### src/rtl/qaf_pkg.sv
package qaf_pkg;

    // Number of averaged samples; the divide is a shift, so this is a power of two
    localparam int TAPS  = 4;
    localparam int SHIFT = $clog2(TAPS);

    typedef enum logic [2:0] {
        ST_CLEAR = 3'd0,
        ST_WR_A  = 3'd1,
        ST_WR_B  = 3'd2,
        ST_WR_C  = 3'd3,
        ST_WR_D  = 3'd4
    } qaf_state_e;

    typedef struct packed {
        qaf_state_e st;
    } qaf_ctrl_s;

endpackage

### src/rtl/qaf_ctrl.sv
module qaf_ctrl
    import qaf_pkg::*;
(
    input  logic            clk,
    input  logic            rst,
    output logic            clr_o,
    output logic [TAPS-1:0] wr_en_o
);

    qaf_ctrl_s cur_q, nxt_d;

    always_comb begin
        nxt_d = cur_q;
        unique case (cur_q.st)
            ST_CLEAR: nxt_d.st = ST_WR_A;
            ST_WR_A:  nxt_d.st = ST_WR_B;
            ST_WR_B:  nxt_d.st = ST_WR_C;
            ST_WR_C:  nxt_d.st = ST_WR_D;
            ST_WR_D:  nxt_d.st = ST_WR_A;
            default:  nxt_d.st = ST_CLEAR;
        endcase
    end

    always_ff @(posedge clk) begin
        if (rst) cur_q <= '{st: ST_CLEAR};
        else     cur_q <= nxt_d;
    end

    // One write enable per slot, decoded from the state
    always_comb begin
        clr_o   = (cur_q.st == ST_CLEAR);
        wr_en_o = '0;
        unique case (cur_q.st)
            ST_WR_A: wr_en_o[0] = 1'b1;
            ST_WR_B: wr_en_o[1] = 1'b1;
            ST_WR_C: wr_en_o[2] = 1'b1;
            ST_WR_D: wr_en_o[3] = 1'b1;
            default: wr_en_o    = '0;
        endcase
    end


    one_slot_chk: assert property (@(posedge clk) disable iff (rst)
        $onehot0(wr_en_o) && (clr_o || $countones(wr_en_o) == 1));


    wrap_order_chk: assert property (@(posedge clk) disable iff (rst)
        wr_en_o[TAPS-1] |=> wr_en_o[0]);


    clear_first_chk: assert property (@(posedge clk) disable iff (rst)
        clr_o |=> wr_en_o[0]);

endmodule

### src/rtl/qaf_bank.sv
module qaf_bank
    import qaf_pkg::*;
#(
    parameter int DW = 8
) (
    input  logic                    clk,
    input  logic                    rst,
    input  logic                    clr_i,
    input  logic [TAPS-1:0]         wr_en_i,
    input  logic [DW-1:0]           smp_i,
    output logic [TAPS-1:0][DW-1:0] slot_o
);

    logic [TAPS-1:0][DW-1:0] slot_q, slot_d;

    for (genvar g = 0; g < TAPS; g++) begin : g_slot
        always_comb begin
            if (clr_i)           slot_d[g] = '0;
            else if (wr_en_i[g]) slot_d[g] = smp_i;
            else                 slot_d[g] = slot_q[g];
        end

        always_ff @(posedge clk) begin
            if (rst) slot_q[g] <= '0;
            else     slot_q[g] <= slot_d[g];
        end


        hold_slot_chk: assert property (@(posedge clk) disable iff (rst)
            (!clr_i && !wr_en_i[g]) |=> $stable(slot_q[g]));


        capture_chk: assert property (@(posedge clk) disable iff (rst)
            (!clr_i && wr_en_i[g]) |=> (slot_q[g] == $past(smp_i)));
    end

    assign slot_o = slot_q;

endmodule

### src/rtl/qaf_sum.sv
module qaf_sum
    import qaf_pkg::*;
#(
    parameter int DW = 8,
    localparam int SW = DW + SHIFT
) (
    input  logic [TAPS-1:0][DW-1:0] slot_i,
    output logic [SW-1:0]           sum_o
);

    localparam int PAIRS = TAPS / 2;

    logic [PAIRS-1:0][DW:0] pair_s;

    // First level: add neighbouring slots
    for (genvar p = 0; p < PAIRS; p++) begin : g_pair
        assign pair_s[p] = {1'b0, slot_i[2*p]} + {1'b0, slot_i[2*p+1]};
    end

    // Second level: add the two pair sums
    assign sum_o = {1'b0, pair_s[0]} + {1'b0, pair_s[1]};

endmodule

### src/rtl/quad_avg_filter.sv
module quad_avg_filter
    import qaf_pkg::*;
#(
    parameter int DW = 8
) (
    input  logic          clk,
    input  logic          rst,
    input  logic [DW-1:0] smp_i,
    output logic [DW-1:0] avg_o
);

    localparam int SW = DW + SHIFT;

    logic                    clr;
    logic [TAPS-1:0]         wr_en;
    logic [TAPS-1:0][DW-1:0] slot;
    logic [SW-1:0]           sum;
    logic [DW-1:0]           avg_q, avg_d;

    qaf_ctrl u_ctrl (
        .clk     (clk),
        .rst     (rst),
        .clr_o   (clr),
        .wr_en_o (wr_en)
    );

    qaf_bank #(.DW(DW)) u_bank (
        .clk     (clk),
        .rst     (rst),
        .clr_i   (clr),
        .wr_en_i (wr_en),
        .smp_i   (smp_i),
        .slot_o  (slot)
    );

    qaf_sum #(.DW(DW)) u_sum (
        .slot_i (slot),
        .sum_o  (sum)
    );

    always_comb begin
        if (clr) avg_d = '0;
        else     avg_d = sum[SW-1:SHIFT];
    end

    always_ff @(posedge clk) begin
        if (rst) avg_q <= '0;
        else     avg_q <= avg_d;
    end

    assign avg_o = avg_q;

    // Largest stored sample, used only by the bound check below
    logic [DW-1:0] slot_max;
    always_comb begin
        slot_max = '0;
        for (int k = 0; k < TAPS; k++)
            if (slot[k] > slot_max) slot_max = slot[k];
    end


    no_overflow_chk: assert property (@(posedge clk) disable iff (rst)
        1'b1 |=> (avg_o <= $past(slot_max)));


    reset_zero_chk: assert property (@(posedge clk)
        rst |=> (avg_o == '0));


    clear_zero_chk: assert property (@(posedge clk) disable iff (rst)
        clr |=> (avg_o == '0));

endmodule

### config.mk
export PLATFORM = sky130hd
export DESIGN_NAME = quad_avg_filter
export DESIGN_NICKNAME = d
export VERILOG_FILES = /design/src/rtl/qaf_pkg.sv /design/src/rtl/qaf_ctrl.sv /design/src/rtl/qaf_bank.sv /design/src/rtl/qaf_sum.sv /design/src/rtl/quad_avg_filter.sv
export SDC_FILE = /design/constraint.sdc
export NUM_CORES = 1
export LEC_CHECK = 0
export ABC_CLOCK_PERIOD_IN_PS = 2900
export BUFFER_PORTS_ARGS = -buffer_cell sky130_fd_sc_hd__clkbuf_2
export CORE_UTILIZATION = 54
export CTS_CLUSTER_SIZE = 28
export DETAILED_ROUTE_END_ITERATION = 7
export PLACE_DENSITY_LB_ADDON = 0.2
export SLEW_MARGIN = 20
export SYNTH_ARGS = -nofsm -noshare
export SYNTH_HDL_FRONTEND = slang
export SYNTH_HIERARCHICAL = 1
export SYNTH_SLANG_ARGS = --single-unit
### constraint.sdc
create_clock -name clk -period 2.9 [get_ports clk]
set_clock_uncertainty 0.2 [all_clocks]
set_input_delay 0.58 -clock clk [delete_from_list [all_inputs] [get_ports clk]]
set_output_delay 0.58 -clock clk [all_outputs]
set_load 0.005 [all_outputs]
---- After elaboration in Yosys (flattened, before gate mapping) ----
Index checks and enable logic that the tools add are counted.
W data, S select, Z words.
word-level totals
  flip-flop bits (word level) ............. 43
  bits of input ports ..................... 10
  output and inout port bits .............. 8
  word-level logic and storage cells ...... 21
operators by class
  $add $sub $neg .......................... 3
  eq/ne operators ......................... 4
  muxes and demuxes ....................... 5
  reductions and logical operators ........ 3
operators with widths
  operator              number
  $add A8 B8 Y9         2
  $pmux W3 S4           1
  $add A9 B9 Y10        1
  $eq A3 B2 Y1 const B  2
  $mux W1               4
  $reduce_or A2 Y1      2
  $eq A3 B1 Y1 const B  1
  $eq A3 B3 Y1 const B  1
  $logic_not A3 Y1      1

---- Longest topological paths before layout ----
Gate-level depths: netlist (run 1).
  word-level depth ........................ 3
  mapped depth ............................ 10
  gate-level depth less buffers ........... 10

---- By module ----
Netlist (run 1), hierarchy kept.
by module, submodules not included
  module           instances  cells each  area each (um2)
  qaf_bank         1          105         1,181.1
  qaf_sum          1          92          762.0
  quad_avg_filter  1          18          282.8
  qaf_ctrl         1          13          140.1

---- Least setup slack after synthesis (run 1) ----
No wires, ideal clock.
  path type ............................... register to register
  from .................................... register u_bank.slot_q (netlist bit u_bank/slot_o[6])
  to ...................................... register avg_q[6], in the netlist avg_o[6]
  setup time .............................. 0.115 ns
  arrival ................................. 2.623 ns
  data required time ...................... 2.585 ns
  setup slack ............................. -0.039 ns
  cell stages (with the launch flop) ...... 11
  path buffers ............................ 0
  clock period less this slack ............ 2.939 ns
  cells stage by stage .................... dfxtp_1 -> inv_1 -> fa_1 -> fa_1 -> inv_1 -> ha_1 -> a21oi_2 -> nand2_1 -> a221o_1 -> a211o_1 -> nor3b_2
between the ends
  longest elaborated chain between the ends .. 2
ends and longest elaborated chain
  what                               line                   source
  from (decl)                        qaf_bank.sv:14         logic [TAPS-1:0][DW-1:0] slot_q, slot_d;
  from (signal, indexed assignment)  qaf_bank.sv:25         else slot_q[g] <= slot_d[g];
  $add A8 B8 Y9                      qaf_sum.sv:17          assign pair_s[p] = {1'b0, slot_i[2*p]} + {1'b0, slot_i[2*p+1]};
  $add A9 B9 Y10                     qaf_sum.sv:21          assign sum_o = {1'b0, pair_s[0]} + {1'b0, pair_s[1]};
  via sum[8]                         quad_avg_filter.sv:17  logic [SW-1:0] sum;
  to (signal assigned)               quad_avg_filter.sv:48  else avg_q <= avg_d;
  to (decl)                          quad_avg_filter.sv:18  logic [DW-1:0] avg_q, avg_d;
The timed path passes the listed nets, and every way through them passes these cells.
A chain may end at the register's enable or synchronous reset.

---- Worst setup path after layout (run 1) ----
  from .................................... register u_bank.slot_q (netlist bit u_bank/slot_o[22])
  to ...................................... register avg_q[6], in the netlist avg_o[6]
Same word-level chain as after synthesis.

==> reports/results.tsv, run 1 <==
stage	metric	value	unit
logic_synthesis	Synth Register Bits	43	
critical_path	Required @ worst endpoint	2870	ps
logic_synthesis	Mapped Cells	228	
pwr	Cell Pwr Density	452	nW/um^2
clocking	htree depth	2	
logic_synthesis	Yosys cell types	33	
timing	final setup vio count	0	
place	# placed instances	300	
global_routing	total global routing overflow	0	
global_routing	largest net degree at the start of global routing	20	
floorplanning	Die Width	68.2	um
critical_path	Worst path max stage delay	530	ps
routing	post-route ant nets	0	
global_routing	Total GRT Usage	20.9	%
critical_path	worst r2r src	u_bank/slot_o[22]	
clocking	Worst-Skew Late Latency	300	ps
outcome	run status	finished clean	
place	Placer Congestion	0.778	
timing	Final Max Slew Viols	0	
logic_synthesis	EDFF count, synth	0	
floorplanning	Core Region	4120	um^2
critical_path	CP delay by family, top	adder cells	
routing	Routed WL	4080	um
critical_path	crit path DAT	2840	ps
logic_synthesis	share of Yosys cell area claimed by the top area cell type	36.4	%
clocking	root buffer cell	clkbuf_8	
logic_synthesis	YS warnings	6	
floorplanning	row count	23	
logic_synthesis	ys async rst share	0	%
timing	Max Freq	349	MHz
logic_synthesis	top post-synthesis cells by area	dfxtp_1 (36%), fa_1 (14%), mux2i_1 (14%)	
floorplanning	die area	4650	um^2
critical_path	cells along the critical path	inv_2, fa_1, fa_1, inv_2, ha_4, a21oi_4, nand2_2, a221o_1, a211o_1, nor3b_2	
min_path	worst hold path type	flop to flop	
routing	vias post-DR	1515	
clocking	CTS tree	yes	
critical_path	crit path max fanout	4	
global_routing	initial antenna violation count	0	
layout	nets	293	
routing	Pre-antenna DRT Iters	4	
pwr	Leak	1.06	nW
critical_path	FF-to-FF setup slack	30	ps
timing	Worst Tran Pin Value	921	ps
routing	vias per cell	4.92	
floorplanning	I/O Pins	18	
critical_path	R2R depth	10	
layout	diode count	0	
place	post-detail-place hpwl	2830	um
flow_run	Max Cap Viol	0	
min_path	Hold Startpoint	u_bank/slot_o[4]	
critical_path	crit end category	flop	
floorplanning	starting density of the core	57.5	%
min_path	Hold Path End	u_bank/slot_o[4]	
layout	Cell Count, Final, Fillers Out	308	
logic_synthesis	Post-synth top cells	dfxtp_1 (43), inv_1 (39), mux2i_1 (32)	
clocking	Worst-path clk slew	80	ps
critical_path	Critical Path Start Type	flop	
logic_synthesis	count leader, synth	dfxtp_1	
critical_path	FF-to-FF End	avg_o[6]	
logic_synthesis	Syn Nets	263	
routing	Post-route DRC	0	
layout	Synth-to-Final Area Change	16.7	%
global_routing	first-pass GRT wire length	6860	um
critical_path	Setup CP Type	flop to flop	
timing	RSZ-0062 raised after global routing	true	
logic_synthesis	Mean Syn Cell Area	10.4	um^2
min_path	WHS Path Cells	2	
logic_synthesis	register area share after synthesis	36.4	%
timing	period utilization	98.9	%
global_routing	vias in the first global route	1459	
logic_synthesis	most common flop cell mapped by yosys	dfxtp_1	
logic_synthesis	mapped cell area	2370	um^2
clocking	Clock Sinks	43	
routing	mean routed wirelength per cell	13.3	um
routing	DR iter-0 viols	52	
place	IO buf count	17	
clocking	CTS buffer count	5	
logic_synthesis	Yosys top cell by area	dfxtp_1	
layout	share of cells above drive strength 1	34.1	%
timing	max_slew headroom	38.4	%
clocking	clk buf depth	2	
critical_path	CP max-delay cell	fa_1	
floorplanning	die span in y	68.2	um
pwr	Max IR drop VDD	0.268	mV
timing	Setup TNS	0	ps
critical_path	CP Buf/Inv Count	2	
timing	Fin. Hold Viols	0	
timing	min Tclk post-route	2870	ps
-- cell families (layout without fill, tap and decap cells) --
kind of cell               count (synthesis)  in the layout  share of synthesized area [%]
DFF                                       43             43                           36.4
AOI/OAI and AO/OA                         14             14                           3.97
buffers and inverters                     50             80                           10.4
adders and majority gates                 25             25                           18.3
xor gates and xnor gates                   6              6                           2.22
muxes                                     32             32                           13.5
and+or+nand+nor                           58             58                           15.2
-- worst max-delay path by stage --
stage                     cells after the start  endpoint               from  slack (ps)
final                                        10  avg_o[6]  u_bank/slot_o[22]          30
after global routing                          9  avg_o[5]  u_bank/slot_o[17]        -120
after CTS                                    10  avg_o[6]  u_bank/slot_o[22]          -3
after detailed placement                      9  avg_o[7]   u_bank/slot_o[1]         -70
after global placement                        9  avg_o[5]   u_bank/slot_o[1]         -40
after floorplan                               9  avg_o[6]   u_bank/slot_o[7]           8
-- cell type report --
class | count | area (um^2)
inverters | 39 | 146
clock buffers | 6 | 72.6
flip-flops and latches | 43 | 870
repair buffers | 34 | 213
well taps | 50 | 62.6
clock inverters | 1 | 30.0
multi-input cells | 135 | 1370
fillers | 321 | 1350
-- worst register-to-register path, delay by kind of cell, from the launching register on --
kind / cells / cell delay [ps]
simple gates: 2 / 220
fa+ha+maj: 3 / 1250
flops: 1 / 340
buf+inv: 2 / 90
compound gates: 3 / 660
-- state kept, by name, summed over array words and instances, names as in the netlist --
register / cells
avg_o: 8
u_bank/slot_o: 32
u_ctrl/cur_q: 3
-- stage by stage --
| stage | utilization, % | hold slack, ps | worst slack, ps | power [mW] | cell area (um^2) |
|---|---|---|---|---|---|
| 2_1_floorplan | - | 260 | 8.12 | 0.761 | 2380 |
| 6_report | 67.1 | 291 | 32.5 | 1.25 | 2760 |
| 3_3_place_gp | 61.9 | 274 | -40.6 | 0.799 | 2550 |
| 3_5_place_dp | 61.9 | 283 | -74.1 | 0.800 | 2550 |
| 4_1_cts | 65.5 | 302 | -3.06 | 1.26 | 2690 |
| 5_1_grt | 67.1 | 313 | -119 | 1.31 | 2760 |
-- repair_timing --
item / 4_1_cts / 5_1_grt
endpoints found under the setup margin: 4 / 5
pin swaps: 15 / 12
buffers inserted: 0 / 1
gates resized for setup: 14 / 14
hold buffers: 0 / 0
-- routing by layer --
metal	track usage, %	up-vias	share of wire (%)
li1	-	781	-
met1	28.5	711	52
met2	31.0	19	44
met3	5.00	4	2.3
met4	9.38	0	1.7
met5	0	-	0
-- report_power, final --
group	switching [mW]	internal [mW]	total, mW
registers	0.0112	0.605	0.617
clock network	0.198	0.253	0.450
logic	0.0976	0.0824	0.180
total	0.307	0.940	1.25
-- cell usage in the layout (no fill, tap or decap), drive strengths merged --
cell type	instances
nor2b	2
ha	9
dfxtp	43
or2	1
buf	17
inv	39
nor3b	11
nor4	1
xor2	1
a31oi	1
bufinv	1
a221o	1
a211o	1
a211oi	2
a21oi	5
o21ai	2
mux2i	32
clkbuf	23
o21bai	1
nor3	4
fa	16
and3b	1
a21o	1
nand2	3
and2b	1
nand3	1
nor2	33
xnor2	5
(Power assumes the default switching activity.)
==> run 2: changes to the inputs <==
==> constraint.sdc (replaced) <==
create_clock -name clk -period 2.9 [get_ports clk]
set_clock_uncertainty 0.2 [all_clocks]
set_input_delay 0.145 -clock clk [delete_from_list [all_inputs] [get_ports clk]]
set_output_delay 0.145 -clock clk [all_outputs]
set_load 0.005 [all_outputs]
==> run 2 against run 1 <==
Net effect:
- sequential share of layout area fell by 0.99 points
- highest routed layer unchanged
- critical endpoint unchanged
- sequential power about the same
- largest power group unchanged
- cell area increased by 3.3%
- non-clock buffer count up 9
- clock power hardly changed
==> reports/results.tsv, run 2 (same netlist as run 1, synthesis figures left out) <==
stage	metric	value	unit
outcome	run status	finished clean	
layout	nets	302	
timing	max_slew headroom	39.8	%
layout	Synth-to-Final Area Change	20.5	%
global_routing	Total GRT Usage	21.4	%
layout	max reg flops	32	
timing	Max Freq	348	MHz
place	IO buf count	17	
min_path	worst hold path type	input pin to flop	
routing	vias per cell	4.91	
critical_path	crit path DAT	2850	ps
global_routing	largest net degree at the start of global routing	20	
layout	Cell Count, Final, Fillers Out	317	
timing	period utilization	99.1	%
layout	Storage cell area	870	um^2
routing	DR iter-0 viols	81	
critical_path	crit end category	flop	
place	Placer Congestion	0.778	
floorplanning	Core Region	4120	um^2
routing	Routed WL	4250	um
global_routing	initial antenna violation count	0	
global_routing	vias in the first global route	1493	
min_path	Hold Path End	u_ctrl/cur_q[2]	
floorplanning	die area	4650	um^2
layout	Fillers	301	
critical_path	Critical Path Start Type	flop	
critical_path	Required @ worst endpoint	2880	ps
global_routing	total global routing overflow	0	
min_path	Hold Startpoint	rst	
floorplanning	row count	23	
critical_path	FF-to-FF End	avg_o[6]	
place	post-detail-place hpwl	2830	um
routing	Post-route DRC	0	
pwr	Max IR drop VDD	0.270	mV
timing	min Tclk post-route	2870	ps
timing	Final Max Slew Viols	0	
critical_path	crit path max fanout	4	
floorplanning	I/O Pins	18	
routing	mean routed wirelength per cell	13.4	um
layout	share of cells above drive strength 1	34.1	%
critical_path	worst r2r src	u_bank/slot_o[6]	
flow_run	Max Cap Viol	0	
floorplanning	starting density of the core	57.5	%
pwr	Power Total	1.26	mW
floorplanning	Die Width	68.2	um
clocking	root buffer cell	clkbuf_8	
critical_path	Worst path max stage delay	540	ps
layout	design area	2850	um^2
critical_path	cells along the critical path	inv_2, fa_1, fa_1, inv_2, ha_4, a21oi_2, nand2_1, a221o_1, a211o_1, nor3b_2	
timing	Fin. Hold Viols	0	
layout	area of the multi-input gates	1370	um^2
timing	RSZ-0062 raised after global routing	true	
critical_path	CP Buf/Inv Count	2	
global_routing	first-pass GRT wire length	7020	um
critical_path	FF-to-FF setup slack	30	ps
critical_path	CP max-delay cell	fa_1	
critical_path	R2R depth	10	
clocking	Worst-Skew Late Latency	300	ps
pwr	Leak	1.10	nW
layout	diode count	0	
critical_path	Setup CP Type	flop to flop	
critical_path	CP delay by family, top	adder cells	
layout	commonest cells after routing, fill and taps aside	dfxtp_1 (36), inv_1 (33), mux2i_1 (32)	
place	# placed instances	300	
clocking	CTS buffer count	5	
place	Placed Instance Area	2550	um^2
routing	vias post-DR	1558	
clocking	clk buf depth	2	
pwr	Cell Pwr Density	442	nW/um^2
routing	Pre-antenna DRT Iters	4	
timing	Worst Tran Pin Value	901	ps
clocking	Clock Sinks	43	
routing	post-route ant nets	0	
floorplanning	die span in y	68.2	um
clocking	htree depth	2	
min_path	WHS Path Cells	2	
timing	final setup vio count	0	
clocking	Worst-path clk slew	80	ps
clocking	CTS tree	yes	
layout	commonest non-fill, non-tap cell in the layout	dfxtp_1	
run 2: routing by layer:
layer	track usage (%)	vias to the layer above	wire [um]
met5	0	-	0
met4	9.38	0	68
met3	5.00	4	97
met2	32.0	23	1910
met1	29.1	735	2170
li1	-	796	-
run 2: worst reg2reg max path: cells and delay by family, from the launching register on:
kind / cells / cell delay, ps
simple gates: 2 / 240
flops: 1 / 340
compound gates: 3 / 640
fa+ha+maj: 3 / 1250
buf+inv: 2 / 90
run 2: final cells by class:
class	count	share of cell area, %
multi-input cells	135	48.0
flip-flops and latches	43	30.5
repair buffers	43	10.5
inverters	39	5.13
clock buffers	6	2.54
well taps	50	2.19
clock inverters	1	1.05
run 2: how the worst max path moves through the flow:
stage | from | to | slack [ps] | cells after the start
global route | u_bank/slot_o[17] | avg_o[5] | -120 | 9
global placement | u_bank/slot_o[1] | avg_o[5] | -40 | 9
detailed placement | u_bank/slot_o[1] | avg_o[7] | -70 | 9
finish | u_bank/slot_o[6] | avg_o[6] | 30 | 10
CTS | u_bank/slot_o[22] | avg_o[6] | -3 | 10
floorplan | u_bank/slot_o[7] | avg_o[6] | 8 | 9
run 2: timing repair:
| item | 4_1_cts | 5_1_grt |
|---|---|---|
| hold buffers | 8 | 0 |
| pin swaps | 15 | 16 |
| gates resized for setup | 14 | 15 |
| hold endpoints to repair | 32 | 0 |
| setup buffers | 0 | 2 |
| endpoints found under the setup margin | 4 | 5 |
run 2: power breakdown:
| part | leakage (nW) | total (mW) | internal [mW] | switching [mW] |
|---|---|---|---|---|
| combinational | 0.694 | 0.191 | 0.0903 | 0.101 |
| sequential | 0.351 | 0.617 | 0.605 | 0.0113 |
| clock | 0.0513 | 0.453 | 0.253 | 0.200 |
run 2: metrics by stage:
stage	hold slack, ps	utilization (%)	setup TNS, ps	setup slack, ps
after CTS	59.8	67.4	-3.06	-3.06
after global routing	78.4	69.3	-204	-116
final	69.4	69.3	0	25.6
after global placement	236	61.9	-127	-40.6
after detailed placement	254	61.9	-145	-74.1
after floorplan	9.28	-	0	8.12
